File: src/rtl/tile_fmt_pkg.sv
package tile_fmt_pkg;
  localparam int TILE_DIM   = 8;
  localparam int MAX_PLANES = 8;
  localparam int BUF_BYTES  = TILE_DIM * MAX_PLANES;
  localparam int AW         = $clog2(BUF_BYTES);
  localparam int PW         = $clog2(MAX_PLANES);
  localparam int RW         = $clog2(TILE_DIM);

  typedef enum logic [1:0] {
    DEPTH_2P     = 2'd0,
    DEPTH_8P     = 2'd1,
    DEPTH_4P     = 2'd2,
    DEPTH_CHUNKY = 2'd3
  } depth_e;

  function automatic logic [AW-1:0] wrap_mask(depth_e d);
    case (d)
      DEPTH_2P: return AW'(TILE_DIM * 2 - 1);
      DEPTH_4P: return AW'(TILE_DIM * 4 - 1);
      default:  return AW'(BUF_BYTES - 1);
    endcase
  endfunction

  function automatic logic [PW-2:0] last_pair(depth_e d);
    case (d)
      DEPTH_2P: return (PW-1)'(0);
      DEPTH_4P: return (PW-1)'(1);
      default:  return (PW-1)'(MAX_PLANES / 2 - 1);
    endcase
  endfunction
endpackage

File: src/rtl/tile_seq.sv
module tile_seq
  import tile_fmt_pkg::*;
(
  input  logic          clk_i,
  input  logic          rst_ni,
  input  logic          abort_i,
  input  logic          go_i,
  input  depth_e        depth_i,
  input  logic          bit_valid_i,
  output logic          bit_req_o,
  output logic [PW-1:0] plane_o,
  output logic          acc_o,
  output logic          wr_pair_o,
  output logic          wr_chunky_o,
  output logic [AW-1:0] wr_addr_o,
  output logic          done_o
);
  logic          busy_q;
  logic [PW-2:0] pair_q;
  logic          sub_q;
  logic [RW-1:0] row_q, x_q;
  logic [PW-1:0] k_q;
  logic [AW-1:0] byte_q;
  logic          chunky, row_end;

  assign chunky      = (depth_i == DEPTH_CHUNKY);
  assign bit_req_o   = busy_q;
  assign acc_o       = busy_q & bit_valid_i;
  assign row_end     = acc_o & ~chunky & sub_q & (x_q == RW'(TILE_DIM - 1));
  assign wr_pair_o   = row_end;
  assign wr_chunky_o = acc_o & chunky & (k_q == PW'(MAX_PLANES - 1));
  assign done_o      = (row_end & (row_q == RW'(TILE_DIM - 1)) & (pair_q == last_pair(depth_i)))
                     | (wr_chunky_o & (byte_q == AW'(BUF_BYTES - 1)));
  assign plane_o     = chunky ? k_q : {pair_q, sub_q};
  assign wr_addr_o   = chunky ? byte_q : {pair_q, row_q, 1'b0};

  always_ff @(posedge clk_i or negedge rst_ni) begin
    if (!rst_ni) begin
      busy_q <= 1'b0;
      pair_q <= '0;
      sub_q  <= 1'b0;
      row_q  <= '0;
      x_q    <= '0;
      k_q    <= '0;
      byte_q <= '0;
    end else if (abort_i) begin
      busy_q <= 1'b0;
    end else if (go_i) begin
      busy_q <= 1'b1;
      pair_q <= '0;
      sub_q  <= 1'b0;
      row_q  <= '0;
      x_q    <= '0;
      k_q    <= '0;
      byte_q <= '0;
    end else if (acc_o) begin
      if (done_o) busy_q <= 1'b0;
      if (chunky) begin
        k_q <= k_q + 1'b1;
        if (wr_chunky_o) byte_q <= byte_q + 1'b1;
      end else begin
        sub_q <= ~sub_q;
        if (sub_q) begin
          x_q <= x_q + 1'b1;
          if (row_end) begin
            row_q <= row_q + 1'b1;
            if (row_q == RW'(TILE_DIM - 1)) pair_q <= pair_q + 1'b1;
          end
        end
      end
    end
  end


  handshake_hold_chk: assert property (@(posedge clk_i) disable iff (!rst_ni)
    (bit_req_o && !bit_valid_i && !abort_i) |=> (bit_req_o && $stable(plane_o)));


  done_stops_req_chk: assert property (@(posedge clk_i) disable iff (!rst_ni)
    done_o |=> !bit_req_o);
endmodule

File: src/rtl/tile_store.sv
module tile_store
  import tile_fmt_pkg::*;
(
  input  logic                  clk_i,
  input  logic                  rst_ni,
  input  logic                  acc_i,
  input  logic [PW-1:0]         plane_i,
  input  logic                  bit_i,
  input  logic                  wr_pair_i,
  input  logic                  wr_chunky_i,
  input  logic [AW-1:0]         wr_addr_i,
  input  logic [AW-1:0]         rd_addr_i,
  output logic [TILE_DIM-1:0]   rd_data_o
);
  logic [MAX_PLANES-1:0][TILE_DIM-1:0] hist_q, hist_nxt;
  logic [TILE_DIM-1:0]                 buf_q [BUF_BYTES];
  logic [MAX_PLANES-1:0]               chunky_byte;
  logic [PW-1:0]                       even_plane;

  assign even_plane = {plane_i[PW-1:1], 1'b0};

  always_comb begin
    for (int q = 0; q < MAX_PLANES; q++) begin
      hist_nxt[q]    = (acc_i && plane_i == PW'(q)) ? {hist_q[q][TILE_DIM-2:0], bit_i} : hist_q[q];
      chunky_byte[q] = hist_nxt[q][0];
    end
  end

  always_ff @(posedge clk_i or negedge rst_ni) begin
    if (!rst_ni) begin
      hist_q <= '0;
      for (int e = 0; e < BUF_BYTES; e++) buf_q[e] <= '0;
    end else begin
      hist_q <= hist_nxt;
      if (wr_pair_i) begin
        buf_q[wr_addr_i]            <= hist_q[even_plane];
        buf_q[wr_addr_i | AW'(1)]   <= hist_nxt[plane_i];
      end else if (wr_chunky_i) begin
        buf_q[wr_addr_i] <= TILE_DIM'(chunky_byte);
      end
    end
  end

  assign rd_data_o = buf_q[rd_addr_i];


  row_end_odd_plane_chk: assert property (@(posedge clk_i) disable iff (!rst_ni)
    wr_pair_i |-> (plane_i[0] && acc_i && !wr_addr_i[0]));


  chunky_last_plane_chk: assert property (@(posedge clk_i) disable iff (!rst_ni)
    wr_chunky_i |-> (plane_i == PW'(MAX_PLANES - 1) && acc_i));
endmodule

File: src/rtl/tile_fmt.sv
module tile_fmt
  import tile_fmt_pkg::*;
(
  input  logic       clk_i,
  input  logic       rst_ni,
  input  logic       start_i,
  input  logic [1:0] mode_i,
  input  logic       rd_i,
  output logic       rd_valid_o,
  output logic [7:0] rd_data_o,
  output logic       bit_req_o,
  output logic [2:0] bit_plane_o,
  input  logic       bit_valid_i,
  input  logic       bit_i
);
  typedef enum logic [1:0] {ST_IDLE, ST_DECODE, ST_FETCH} state_e;

  state_e               state_q;
  depth_e               mode_q;
  logic [AW-1:0]        pos_q, mask;
  logic                 rd_valid_q;
  logic [TILE_DIM-1:0]  rd_data_q, buf_byte;
  logic                 go, acc, wr_pair, wr_chunky, done;
  logic [PW-1:0]        plane;
  logic [AW-1:0]        wr_addr;

  assign mask = wrap_mask(mode_q);
  assign go   = (state_q == ST_IDLE) & rd_i & (pos_q == '0) & ~start_i;

  tile_seq u_seq (
    .clk_i       (clk_i),
    .rst_ni      (rst_ni),
    .abort_i     (start_i),
    .go_i        (go),
    .depth_i     (mode_q),
    .bit_valid_i (bit_valid_i),
    .bit_req_o   (bit_req_o),
    .plane_o     (plane),
    .acc_o       (acc),
    .wr_pair_o   (wr_pair),
    .wr_chunky_o (wr_chunky),
    .wr_addr_o   (wr_addr),
    .done_o      (done)
  );

  tile_store u_store (
    .clk_i       (clk_i),
    .rst_ni      (rst_ni),
    .acc_i       (acc),
    .plane_i     (plane),
    .bit_i       (bit_i),
    .wr_pair_i   (wr_pair),
    .wr_chunky_i (wr_chunky),
    .wr_addr_i   (wr_addr),
    .rd_addr_i   (pos_q),
    .rd_data_o   (buf_byte)
  );

  always_ff @(posedge clk_i or negedge rst_ni) begin
    if (!rst_ni) begin
      state_q    <= ST_IDLE;
      mode_q     <= DEPTH_2P;
      pos_q      <= '0;
      rd_valid_q <= 1'b0;
      rd_data_q  <= '0;
    end else begin
      rd_valid_q <= 1'b0;
      if (start_i) begin
        mode_q  <= depth_e'(mode_i);
        pos_q   <= '0;
        state_q <= ST_IDLE;
      end else begin
        case (state_q)
          ST_IDLE: if (rd_i) begin
            if (pos_q == '0) state_q <= ST_DECODE;
            else begin
              rd_data_q  <= buf_byte;
              rd_valid_q <= 1'b1;
              pos_q      <= (pos_q + 1'b1) & mask;
            end
          end
          ST_DECODE: if (done) state_q <= ST_FETCH;
          default: begin
            rd_data_q  <= buf_byte;
            rd_valid_q <= 1'b1;
            pos_q      <= (pos_q + 1'b1) & mask;
            state_q    <= ST_IDLE;
          end
        endcase
      end
    end
  end

  assign rd_valid_o  = rd_valid_q;
  assign rd_data_o   = 8'(rd_data_q);
  assign bit_plane_o = 3'(plane);


  idle_no_req_chk: assert property (@(posedge clk_i) disable iff (!rst_ni)
    (state_q == ST_IDLE) |-> !bit_req_o);


  valid_pulse_chk: assert property (@(posedge clk_i) disable iff (!rst_ni)
    rd_valid_o |=> !rd_valid_o);


  pos_in_range_chk: assert property (@(posedge clk_i) disable iff (!rst_ni)
    (pos_q & ~mask) == '0);


  start_clears_chk: assert property (@(posedge clk_i) disable iff (!rst_ni)
    start_i |=> (pos_q == '0 && !rd_valid_o && !bit_req_o));
endmodule

File: config.mk
export PLATFORM = sky130hd
export DESIGN_NAME = tile_fmt
export DESIGN_NICKNAME = d
export VERILOG_FILES = /design/src/rtl/tile_fmt_pkg.sv /design/src/rtl/tile_seq.sv /design/src/rtl/tile_store.sv /design/src/rtl/tile_fmt.sv
export SDC_FILE = /design/constraint.sdc
export NUM_CORES = 1
export LEC_CHECK = 0
export CAP_MARGIN = 20
export CORE_UTILIZATION = 43
export CTS_CLUSTER_SIZE = 12
export DETAILED_ROUTE_END_ITERATION = 6
export GPL_ROUTABILITY_DRIVEN = 0
export SLEW_MARGIN = 15
export SYNTH_ARGS = -nofsm -noshare
export SYNTH_HDL_FRONTEND = slang
export SYNTH_HIERARCHICAL = 1
export SYNTH_SLANG_ARGS = --single-unit
File: constraint.sdc
create_clock -name clk_i -period 4.1 [get_ports clk_i]
set_input_delay 1.23 -clock clk_i [delete_from_list [all_inputs] [get_ports clk_i]]
set_output_delay 1.23 -clock clk_i [all_outputs]
set_load 0.02 [all_outputs]
After elaboration in Yosys (flattened, before gate mapping)
Cells that the tools add are included.
- bits in registers: 614
- bits of input ports: 8
- output and inout port bits: 13
- word-level logic and storage cells: 247
- add/sub/neg operators: 6
- $lt $le $gt $ge: 7
- equal/unequal tests: 23
- mux-type cells: 73
- bitwise operators: 21
- reductions and logical operators: 33
- operators with widths (kind ; count):
    bitwise mux 512 bit ; 3
    two-way mux 512 bit ; 2
    two-way mux 8 bit ; 16
    demux 8 bit (select 6 bit) ; 2
    binary-select mux 8 bit (select 6 bit) ; 1
    two-way mux 6 bit ; 8
    two-way mux 3 bit ; 13
    binary-select mux 8 bit (select 3 bit) ; 1
    case mux 6 bit (2 select lines) ; 2
    == test 3 bit (second input constant) ; 7
    >= comparator 7 bit (second input constant) ; 3
    NOT 6 -> 7 bit ; 3
    two-way mux 2 bit ; 10
    binary-select mux 8 bit (select 2 bit) ; 1
    case mux 8 bit (2 select lines) ; 1
    less-than comparator 7 x 1 -> 1 bit (second input constant) ; 2
    nonzero test 2 bit ; 7
    adder 6 x 1 -> 6 bit (second input constant) ; 2
    bitwise AND 1 bit ; 12
    AND reduction 3 bit ; 4
    AND reduction 4 bit ; 3
    logical AND 1 bit ; 10
    two-way mux 1 bit ; 10
    adder 3 x 1 -> 3 bit (second input constant) ; 3
    23 further kinds ; 37

Depth between registers and ports, before layout
- word-level depth: 12
- depth in mapped cells: 14
- mapped depth without buffers: 10

Hierarchy
The synthesis kept the hierarchy.
- by module, submodules not included (module ; instances ; cells each ; area an instance (um2) ; seq. area each (um2)):
    tile_store ; 1 ; 2443 ; 27746.6 ; 14413.8
    tile_seq ; 1 ; 151 ; 1246.2 ; 475.5
    tile_fmt ; 1 ; 79 ; 923.4 ; 475.5

Least setup slack after synthesis
No wires, ideal clock.
- path kind: input port to flip-flop
- from: in bit_valid_i
- to: reg u_store/buf_q[109] (netlist bit)
- data arrival time: 3.203 ns
- required time: 4.022 ns
- path slack: 0.819 ns
- stages: 11
- path buffers: 3
- cell sequence: and3_1 nand2_1 inv_1 buf_2 nor2_1 or2_2 buf_2 nor3_1 clkbuf_1 nor2_1 a21oi_1
- RTL lines (element ; line ; RTL):
    start, declared ; tile_fmt.sv:13 ; input logic bit_valid_i,
    bitwise AND 1 bit * ; tile_seq.sv:28 ; assign acc_o = busy_q & bit_valid_i;
    bitwise AND 1 bit * (3 in a row) ; tile_seq.sv:29 ; assign row_end = acc_o & ~chunky & sub_q & (x_q == RW'(TILE_DIM - 1));
    named net wr_pair ; tile_fmt.sv:23 ; logic go, acc, wr_pair, wr_chunky, done;
    two-way mux 512 bit / nonzero test 2 bit (equally long branches) ; -- ;
    end signal, assigned by index ; tile_store.sv:36 ; buf_q[wr_addr_i] <= hist_q[even_plane];
    end signal, assigned by index ; tile_store.sv:37 ; buf_q[wr_addr_i | AW'(1)] <= hist_nxt[plane_i];
    end signal, assigned by index ; tile_store.sv:39 ; buf_q[wr_addr_i] <= TILE_DIM'(chunky_byte);
    end, declared ; tile_store.sv:16 ; logic [TILE_DIM-1:0] buf_q [BUF_BYTES];
Mark *: on every way through the listed nets, which the timed path passes. The rest lies on a longest branch. The select of a mux whose other input is x is not followed.
A chain may end at the register's enable or synchronous reset.

Final worst setup path
- from: reg mode_q[1]
- to: out bit_plane_o[1]
- longest elaborated chain between the ends: 2
- ends and longest elaborated chain (element ; line ; RTL):
    start, declared ; tile_fmt.sv:19 ; depth_e mode_q;
    start signal, assigned ; tile_fmt.sv:69 ; mode_q <= depth_e'(mode_i);
    == test 2 bit ; tile_seq.sv:26 ; assign chunky = (depth_i == DEPTH_CHUNKY);
    two-way mux 3 bit ; tile_seq.sv:34 ; assign plane_o = chunky ? k_q : {pair_q, sub_q};
    end, declared ; tile_fmt.sv:12 ; output logic [2:0] bit_plane_o,
Every way passes these cells.

==> results.md <==
- Status: completed
- Die area: 70600 um2
- Number of non-filler instances in the completed layout: 3632
- Commonest non-fill, non-tap cells in the layout: dfrtp_1 (610), nand2_1 (491), o221ai_1 (224)
- Grt ovf: 0
- Clock Skew: 0.0240 ns
- Xor/xnor share of the synthesized area: 0.0586%
- Overall routing resource usage: 25.9%
- Unrepaired setup endpoints after global routing: false
- Slew Limit Fails: 0
- Combinational Power Share: 14.9%
- Largest stage delay, worst path: 0.71 ns
- Worst EP arrival: 2.65 ns
- CP Launch Type: register
- Hold-fix buffers at CTS: 0
- Dpl cells: 3511
- Pre-CTS WS: 0.0224 ns
- Setup_tns: 0 ns
- Clock edge transition at the registers on the reported setup and hold paths: 0.06 ns
- Vias in the first global route: 22700
- Worst EP required: 2.87 ns
- DP Area: 31700 um2
- CP cell instances: nand2_1 -> nand2_1 -> nand2_2 -> clkdlybuf4s50_1
- Vias per inst: 6.28
- Final Core Density: 49.4%
- Hold slack: 0.475 ns
- Clock power frac: 41.8%
- Fmax: 258 MHz
- Delay-heaviest family, CP: simple AND/OR/NAND/NOR gates
- Post-CTS Setup Repair Bufs: 0
- Remaining antenna violation count after routing: 0
- Final worst slack: 0.224 ns
- Synthesized instance count: 2673
- Post-synth EDFFs: 0
- Period utilization: 94.5%
- CP Capture Type: output port
- Initial antenna violation count: 0
- Pwr dens: 437 nW/um2
- I/O Buffers: 20
- Seq/Total Area, Yosys: 51.4%
- Final WL: 90100 um
- Clk buf depth: 3
- Average size of a mapped cell: 11.2 um2
- Met1 GRT Util: 37.1%
- Die width: 266 um
- Clk_lat worst skew: 0.63 ns
- DRC Markers: 0
- Crit path max fanout: 16
- Met3 usage: 5.23%
- Worst slew pin tran: 0.992 ns
- Layout cells sized above 1: 20.1%
- FF+latch count, synth: 614
- Worst path bufs/invs: 1
- Initial Utilization: 43.5%
- Gr busiest metal: met2
- Cell Int Power: 10.6 mW
- Net Count, Synth: 2690
- Largest net degree at the start of global routing: 104
- Synth Area in Simple Gates: 11.5%
- Finished Cell Area: 34000 um2
- Warnings, synthesis: 6
- Synth async-reset ratio: 100%
- Met2 usage: 39.1%
- Main combinational cell family by area after synthesis: multiplexers
- Final count of hold timing violations: 0
- Final Critical Period: 3.88 ns
- Routed vias: 22800
- Number of diodes: 0
- CP Class: register to output port
- Cell variety after synth: 76
- Core area: 68700 um2
- Flop pwr share: 43.3%
- First-pass GRT wire length: 139000 um
- H-tree depth: 3
- Max-cap violations: 0
- Ys flop type: dfrtp_1
- Net Switching: 4.27 mW
- Post-Synth Adder-Cell Area: 0.376%
- Worst hold path type: register to register
- Post-synthesis compound-gate area fraction: 16.1%
- CTS tree: yes
- Die Ht: 266 um
- Inserted Clock Buffers: 69
- Initial DRC count: 2483
- Commonest non-fill, non-tap cell in the layout: dfrtp_1
- Post-CTS sizing: 0
- Post-Syn Area: 29900 um2
- Maximum VDD drop: 352 uV
- Area Overhead vs Synth: 13.6%
- Sw Share: 28.8%
- Power Total: 14.8 mW
- Root buffer cell: clkbuf_16
- Leak Pwr: 14.2 nW
- Multiplexer area fraction after synthesis: 17.0%
- Post-DP HPWL: 56600 um
- Slowest CP cell: clkdlybuf4s50_1
- CP most frequent cell: nand2_1
- Slew headroom: 33.9%
- Site row count: 96
- Nets: 2668
- TritonRoute pass-1 iters: 6
- I/O pin count: 21
- Wire per inst: 24.8 um
- Clock sink count: 614
- Final setup fails: 0
-- worst paths after layout --
| path | start | cells past startpoint | slack, ns | endpoint |
|---|---|---|---|---|
| worst min-delay path | u_store/buf_q[367]$_DFFE_PN0P_ | 2 | 0.47 | u_store/buf_q[367]$_DFFE_PN0P_ |
| min in group asynchronous | rst_ni | 1 | 0.59 | u_store/buf_q[457]$_DFFE_PN0P_ |
| worst max-delay path | mode_q[1]$_DFFE_PN0P_ | 4 | 0.22 | bit_plane_o[1] |
| worst max register to register | mode_q[1]$_DFFE_PN0P_ | 11 | 0.75 | u_store/buf_q[496]$_DFFE_PN0P_ |
| worst min register to register | u_store/buf_q[367]$_DFFE_PN0P_ | 2 | 0.47 | u_store/buf_q[367]$_DFFE_PN0P_ |
| max in group asynchronous | rst_ni | 3 | 2.45 | u_store/buf_q[231]$_DFFE_PN0P_ |
-- cells in the mapped netlist (41+ instances only) --
master / number / area (um2)
a21oi_1: 192 / 961
nand2_1: 494 / 1850
dfrtp_1: 614 / 15400
buf_1: 44 / 165
o21ai_0: 122 / 611
nor2_1: 219 / 822
buf_2: 55 / 275
o221ai_1: 224 / 1960
mux2i_1: 73 / 731
o221ai_2: 41 / 616
mux4_2: 150 / 3380
mux2_2: 84 / 946
clkbuf_1: 112 / 420
-- power by group through the flow --
| stage | combinational, mW | clock [mW] | sequential [mW] |
|---|---|---|---|
| 6_report | 2.21 | 6.20 | 6.43 |
| 5_1_grt | 2.33 | 6.57 | 6.46 |
| 4_1_cts | 2.17 | 6.32 | 6.43 |
| 3_5_place_dp | 2.17 | 0 | 6.53 |
| 3_3_place_gp | 2.11 | 0 | 6.52 |
| 2_1_floorplan | 1.16 | 0 | 6.47 |
-- sequential cells by signal, summed over array words and instances (netlist names) --
| signal | cells |
|---|---|
| u_seq/pair_q | 2 |
| u_seq/x_q | 3 |
| u_seq/k_q | 3 |
| u_seq/byte_q | 6 |
| u_store/hist_q | 64 |
| u_seq/sub_q | 1 |
| u_seq/bit_req_o | 1 |
| pos_q | 6 |
| u_store/buf_q | 512 |
| mode_q | 2 |
| rd_valid_o | 1 |
| state_q | 2 |
| u_seq/row_q | 3 |
| rd_data_o | 8 |
-- layer usage --
layer,share of wire [%],up-vias
met1,43,11700
met2,45,1043
met5,0,-
met3,8.5,198
li1,-,9901
met4,3.4,0
-- worst register-to-register path, cell delays in order, from the launching register on --
cell       delay (ns)
dfrtp_1          0.51
and2_4           0.32
nand2_1          0.08
nand2_1          0.30
buf_4            0.34
nor4bb_1         0.24
buf_4            0.25
mux2i_1          0.32
o2111ai_1        0.18
o211ai_1         0.18
buf_12           0.29
o221ai_1         0.19
-- final cells by class --
class	instances	area [um2]
fillers	6078	34700
flip-flops and latches	614	15400
multi-input cells	1818	13700
clock buffers	107	2100
repair buffers	135	1480
well taps	931	1160
clock inverters	14	146
inverters	13	48.8
-- cells by family (layout without fill, tap and decap cells) --
kind of cell,Yosys count,in the layout
AO/OA/AOI/OAI,667,667
multiplexers,309,309
AND/OR/NAND/NOR,831,831
buffers and inverters,241,269
adder cells (fa/ha/maj),9,9
flip-flops,614,614
XOR/XNOR,2,2
Power figures use the tool's default switching activity.
